<file path="src/rtl/pmm_pkg.sv">
package pmm_pkg;
  typedef enum logic [2:0] {
    PM_NORMAL = 3'd0,
    PM_SLOW   = 3'd1,
    PM_IDLE   = 3'd2,
    PM_STOP   = 3'd3,
    PM_DISP   = 3'd4
  } pm_mode_e;

  localparam logic [2:0] PM_MAX_CODE = 3'd4;

  typedef struct packed {
    logic cpu;
    logic bus;
    logic lcd;
    logic slow;
  } pm_gate_t;
endpackage

</file>
<file path="src/rtl/pmm_wake.sv">
module pmm_wake
  import pmm_pkg::*;
#(
  parameter int N_EINT = 8
) (
  input  pm_mode_e          mode,
  input  logic [N_EINT-1:0] ext_irq,
  input  logic              rtc_alarm,
  input  logic              irq_pend,
  output logic              wake_lp,
  output logic              wake_stop
);
  logic hard_src;
  assign hard_src = (|ext_irq) | rtc_alarm;

  always_comb begin
    wake_lp   = 1'b0;
    wake_stop = 1'b0;
    unique case (mode)
      PM_IDLE, PM_DISP: wake_lp   = hard_src | irq_pend;
      PM_STOP:          wake_stop = hard_src;
      default: ;
    endcase
  end
endmodule

</file>
<file path="src/rtl/pmm_lock.sv">
module pmm_lock #(
  parameter int LOCK_W = 8
) (
  input  logic              clk,
  input  logic              rst_n,
  input  logic              start,
  input  logic [LOCK_W-1:0] lock_cnt,
  output logic              busy,
  output logic              done
);
  logic [LOCK_W-1:0] cnt_q;

  always_ff @(posedge clk or negedge rst_n) begin
    if (!rst_n) begin
      busy  <= 1'b0;
      cnt_q <= '0;
    end else if (start) begin
      busy  <= 1'b1;
      cnt_q <= lock_cnt;
    end else if (busy) begin
      if (cnt_q == '0) busy <= 1'b0;
      else             cnt_q <= cnt_q - 1'b1;
    end
  end

  assign done = busy && (cnt_q == '0);
endmodule

</file>
<file path="src/rtl/pmm_gate.sv">
module pmm_gate
  import pmm_pkg::*;
#(
  parameter int N_BLK = 4
) (
  input  pm_mode_e         mode,
  input  logic [N_BLK-1:0] blk_en_cfg,
  output pm_gate_t         gate,
  output logic [N_BLK-1:0] blk_clk_en
);
  always_comb begin
    gate = '{cpu: 1'b0, bus: 1'b0, lcd: 1'b0, slow: 1'b0};
    unique case (mode)
      PM_NORMAL: gate = '{cpu: 1'b1, bus: 1'b1, lcd: 1'b1, slow: 1'b0};
      PM_SLOW:   gate = '{cpu: 1'b1, bus: 1'b1, lcd: 1'b1, slow: 1'b1};
      PM_IDLE:   gate = '{cpu: 1'b0, bus: 1'b1, lcd: 1'b1, slow: 1'b0};
      PM_DISP:   gate = '{cpu: 1'b0, bus: 1'b0, lcd: 1'b1, slow: 1'b0};
      default:   gate = '{cpu: 1'b0, bus: 1'b0, lcd: 1'b0, slow: 1'b0};
    endcase
  end

  for (genvar i = 0; i < N_BLK; i++) begin : g_blk
    assign blk_clk_en[i] = blk_en_cfg[i] & gate.bus;
  end
endmodule

</file>
<file path="src/rtl/pmm_top.sv">
module pmm_top
  import pmm_pkg::*;
#(
  parameter int N_BLK  = 4,
  parameter int LOCK_W = 8,
  parameter int N_EINT = 8
) (
  input  logic              clk,
  input  logic              rst_n,
  input  logic              req_valid,
  input  logic [2:0]        req_mode,
  input  logic [N_BLK-1:0]  blk_en_cfg,
  input  logic [LOCK_W-1:0] lock_cnt,
  input  logic [N_EINT-1:0] ext_irq,
  input  logic              rtc_alarm,
  input  logic              irq_pend,
  output logic              cpu_clk_en,
  output logic              bus_clk_en,
  output logic              lcd_clk_en,
  output logic [N_BLK-1:0]  blk_clk_en,
  output logic              slow_sel,
  output logic [2:0]        mode_code
);
  pm_mode_e mode_q;
  pm_gate_t gate;
  logic     wake_lp, wake_stop;
  logic     lock_busy, lock_done, lock_start;
  logic     req_ok;

  pmm_wake #(.N_EINT(N_EINT)) u_wake (
    .mode(mode_q), .ext_irq(ext_irq), .rtc_alarm(rtc_alarm),
    .irq_pend(irq_pend), .wake_lp(wake_lp), .wake_stop(wake_stop)
  );

  assign lock_start = wake_stop && !lock_busy;

  pmm_lock #(.LOCK_W(LOCK_W)) u_lock (
    .clk(clk), .rst_n(rst_n), .start(lock_start), .lock_cnt(lock_cnt),
    .busy(lock_busy), .done(lock_done)
  );

  assign req_ok = req_valid && (mode_q == PM_NORMAL || mode_q == PM_SLOW)
                  && (req_mode <= PM_MAX_CODE);

  always_ff @(posedge clk or negedge rst_n) begin
    if (!rst_n)         mode_q <= PM_NORMAL;
    else if (lock_done) mode_q <= PM_NORMAL;
    else if (wake_lp)   mode_q <= PM_NORMAL;
    else if (req_ok)    mode_q <= pm_mode_e'(req_mode);
  end

  pmm_gate #(.N_BLK(N_BLK)) u_gate (
    .mode(mode_q), .blk_en_cfg(blk_en_cfg), .gate(gate), .blk_clk_en(blk_clk_en)
  );

  assign cpu_clk_en = gate.cpu;
  assign bus_clk_en = gate.bus;
  assign lcd_clk_en = gate.lcd;
  assign slow_sel   = gate.slow;
  assign mode_code  = mode_q;
endmodule

</file>
<file path="config.mk">
export PLATFORM = sky130hd
export DESIGN_NAME = pmm_top
export DESIGN_NICKNAME = d
export VERILOG_FILES = /design/src/rtl/pmm_pkg.sv /design/src/rtl/pmm_wake.sv /design/src/rtl/pmm_lock.sv /design/src/rtl/pmm_gate.sv /design/src/rtl/pmm_top.sv
export SDC_FILE = /design/constraint.sdc
export NUM_CORES = 1
export LEC_CHECK = 0
export BUFFER_PORTS_ARGS = -buffer_cell sky130_fd_sc_hd__buf_2
export CAP_MARGIN = 20
export CORE_ASPECT_RATIO = 1.25
export CORE_MARGIN = 1
export CORE_UTILIZATION = 30
export CTS_CLUSTER_DIAMETER = 80
export DETAILED_ROUTE_END_ITERATION = 8
export PLACE_DENSITY = 0.63
export SLEW_MARGIN = 20
export SYNTH_ARGS = -nofsm -noshare
export SYNTH_HDL_FRONTEND = slang
export SYNTH_SLANG_ARGS = --single-unit
</file>
<file path="constraint.sdc">
create_clock -name clk -period 2.3 [get_ports clk]
set_input_delay 0.46 -clock clk [delete_from_list [all_inputs] [get_ports clk]]
set_output_delay 0.46 -clock clk [all_outputs]
set_load 0.05 [all_outputs]
</file>
==> impl_metrics.py <==
metrics = {
    "outcome": {
        "outcome": "completed",
    },
    "detailed_routing": {
        "wl_met1_um": 779,
        "dr.first_iter.drc_count": 9,
        "maxUsedRoutingLayer": "met4",
        "drt_wl_total_um": 1760,
        "wire_per_inst_um": 11.0,
        "routed_via_density": 4.96,
        "route.detailed.drc": 0,
        "route.met3.wl_um": 120,
        "vias": 789,
        "antenna_left": 0,
        "dr_wl_met2_um": 824,
        "first_pass_iters": 3,
    },
    "floorplan": {
        "start_util_pct": 32.2,
        "io_pins": 39,
        "die_area_um2": 2870,
        "die_w_um": 48.1,
        "rows": 20,
        "placeableCoreArea_um2": 2480,
        "die_h_um": 59.7,
    },
    "logic_synthesis": {
        "synthXorXnorAreaFrac_pct": 5.49,
        "async_reset_ff_share_pct": 100,
        "synth-seq-cells": 12,
        "synth_nets": 114,
        "synth-edff-count": 0,
        "synth_cell_types": 35,
        "synth_top_family_by_area": "simple AND/OR/NAND/NOR gates",
        "ys_seq_area_share_pct": 37.6,
        "yosys.area_share.adder_pct": 3.13,
        "netlist_instances": 84,
        "yosys.area_share.simple_pct": 24.8,
        "yosysWarnings": 0,
        "netlist_area_um2": 798,
        "muxShareOfSynthArea_pct": 6.74,
        "synth-compound-area-share_pct": 19.9,
        "syn_area_per_cell_um2": 9.50,
        "synth_ff_type": "dfrtp_1",
    },
    "global_routing": {
        "grt_usage_pct": 13.5,
        "gr-total-overflow": 0,
        "grt_pass1_wl_um": 2640,
        "antenna_found_initial": 0,
        "grt_pass1_vias": 668,
        "grt_start_max_net_pins": 14,
    },
    "sta": {
        "setup_violations": 0,
        "fin_skew_ns": 0.00509,
        "final-hold-violation-count": 0,
        "setup_tns_ns": 0,
        "drv_slew": 0,
        "fin_crit_sh_pct": 83.6,
        "worst_hold_slack_ns": 0.0473,
        "rsz0062_at_grt": "no",
        "timing.fmax_ghz": 0.520,
        "min_period_ns": 1.92,
        "worst_pin_slew_ns": 0.467,
        "worst_slew_margin_rel_pct": 68.7,
    },
    "min_path": {
        "hold_class": "in2async",
    },
    "cts": {
        "post-cts-setup-buffer-count": 0,
        "postCtsResizedCells": 0,
        "hold_buffers": 0,
        "htreeDepth": 1,
        "cts_root_buf": "clkbuf_4",
        "tritoncts": "done",
        "clkLatencyLatePin_ns": 0.28,
        "clock_path_buffers": 2,
        "cts_buffers": 3,
        "cts.sinks": 12,
        "path_clk_slew_ns": 0.08,
    },
    "pwr": {
        "pwr-share-clk_pct": 12.4,
        "p_sw_mw": 0.664,
        "comb_power_share_pct": 53.9,
        "powerDensity_nw_per_um2": 1260,
        "sw_frac_of_total_pct": 48.8,
        "p_int_mw": 0.696,
        "leakage_nw": 0.504,
        "pwr-share-seq_pct": 33.6,
        "peakVddDrop_v": 0.000547,
    },
    "setup_path": {
        "r2r_slack_ns": 0.38,
        "arrival_ns": 2.12,
        "crit_type": "reg2reg",
        "rr_worst_depth": 4,
        "critPathLaunchType": "register",
        "r2r_start": "u_lock.cnt_q[4]$_DFFE_PN0P_",
        "worst_r2r_endpoint": "u_lock.cnt_q[1]$_DFFE_PN0P_",
        "crit_fanout": 6,
        "required_ns": 2.50,
        "critPathCaptureType": "register",
    },
    "final_layout": {
        "final_common_cell": "buf_2",
        "mostFrequentLayoutCells": "buf_2 (38), dfrtp_1 (12), o21ai_0 (7)",
        "final_cells": 159,
        "num-nets-final": 157,
        "final_layout_size_suffix_gt1_share_pct": 39.7,
        "multi_input_area_um2": 485,
        "syn_to_final_growth_pct": 34.8,
        "seq_area_um2": 300,
        "n_antenna_cell": 0,
        "nFillCells": 266,
    },
    "placed_design": {
        "hpwl_um": 1420,
        "io_buffers": 38,
        "dp.cells": 155,
        "gp_congestion": 0.827,
    },
    "run": {
        "cap_violations": 0,
    },
}
## layer usage
layer	vias to the layer above	global-route usage, %
li1	393	-
met1	353	14.1
met2	39	23.4
met3	4	1.81
met4	0	9.52
met5	-	0
## how the worst max path moves through the flow
| stage | from | depth (start not counted) | end | slack, ns |
|---|---|---|---|---|
| CTS | u_lock.cnt_q[4]$_DFFE_PN0P_ | 4 | u_lock.cnt_q[1]$_DFFE_PN0P_ | 0.37 |
| floorplan | mode_code[2]$_DFFE_PN0P_ | 1 | lcd_clk_en | 0.02 |
| global placement | u_lock.cnt_q[4]$_DFFE_PN0P_ | 4 | u_lock.cnt_q[1]$_DFFE_PN0P_ | 0.44 |
| global route | u_lock.cnt_q[0]$_DFFE_PN0P_ | 6 | u_lock.cnt_q[6]$_DFFE_PN0P_ | 0.25 |
| finish | u_lock.cnt_q[4]$_DFFE_PN0P_ | 4 | u_lock.cnt_q[1]$_DFFE_PN0P_ | 0.38 |
| detailed placement | u_lock.cnt_q[4]$_DFFE_PN0P_ | 4 | u_lock.cnt_q[1]$_DFFE_PN0P_ | 0.40 |
## synthesized netlist by cell type, types with 2 or more instances
| master | count | area share [%] |
|---|---|---|
| dfrtp_1 | 12 | 38 |
| o21ai_0 | 7 | 4.4 |
| nand2_1 | 6 | 2.8 |
| nor2_1 | 6 | 2.8 |
| and2_1 | 5 | 3.9 |
| a21oi_1 | 4 | 2.5 |
| inv_1 | 4 | 1.9 |
| xnor2_1 | 4 | 4.4 |
| mux2_2 | 3 | 4.2 |
| nor3_1 | 3 | 1.9 |
| a31oi_1 | 2 | 1.6 |
| ha_1 | 2 | 3.1 |
| mux2i_1 | 2 | 2.5 |
| nand2b_1 | 2 | 1.6 |
| nor3b_1 | 2 | 1.9 |
## flip-flops by register name (all words and copies together) (netlist names)
name          cells
u_lock.cnt_q      8
mode_code         3
u_lock.busy       1
## area by class of cell
class / instances / share of cell area, %
Clock buffer: 4 / 3.37
Inverter: 4 / 1.40
Multi-Input combinational cell: 67 / 45.1
Sequential cell: 12 / 27.9
Tap cell: 33 / 3.84
Timing Repair Buffer: 39 / 18.4
## stage by stage
step                      setup WS [ns]  cell area (um^2)  utilization, %  power, mW
final                             0.376              1080            43.4       1.36
after global placement            0.441              1040            42.0       1.18
after global routing              0.251              1080            43.4       1.47
after detailed placement          0.397              1040            42.0       1.20
after floorplan                  0.0227               805               -       1.02
after CTS                         0.366              1080            43.4       1.37
## logic make-up (layout without fill, tap and decap cells)
kind of cell / Yosys count / in the layout
compound gates: 22 / 22
flops: 12 / 12
buf+inv: 5 / 47
simple gates: 33 / 33
mux: 5 / 5
fa+ha+maj: 2 / 2
xor+xnor: 5 / 5
## power groups by stage
stage | Clock (mW) | Sequential [mW] | Combinational [mW]
finish | 0.169 | 0.458 | 0.734
global route | 0.182 | 0.477 | 0.813
CTS | 0.176 | 0.457 | 0.740
detailed placement | 0 | 0.460 | 0.738
global placement | 0 | 0.456 | 0.727
floorplan | 0 | 0.487 | 0.535
## worst max-delay path, stage by stage, from the launching register on
cell and delay, ns:
dfrtp_1 0.44, or3_4 0.41, o41ai_4 0.48, mux2_2 0.38, o21ai_0 0.13
(Power assumes the default switching activity.)
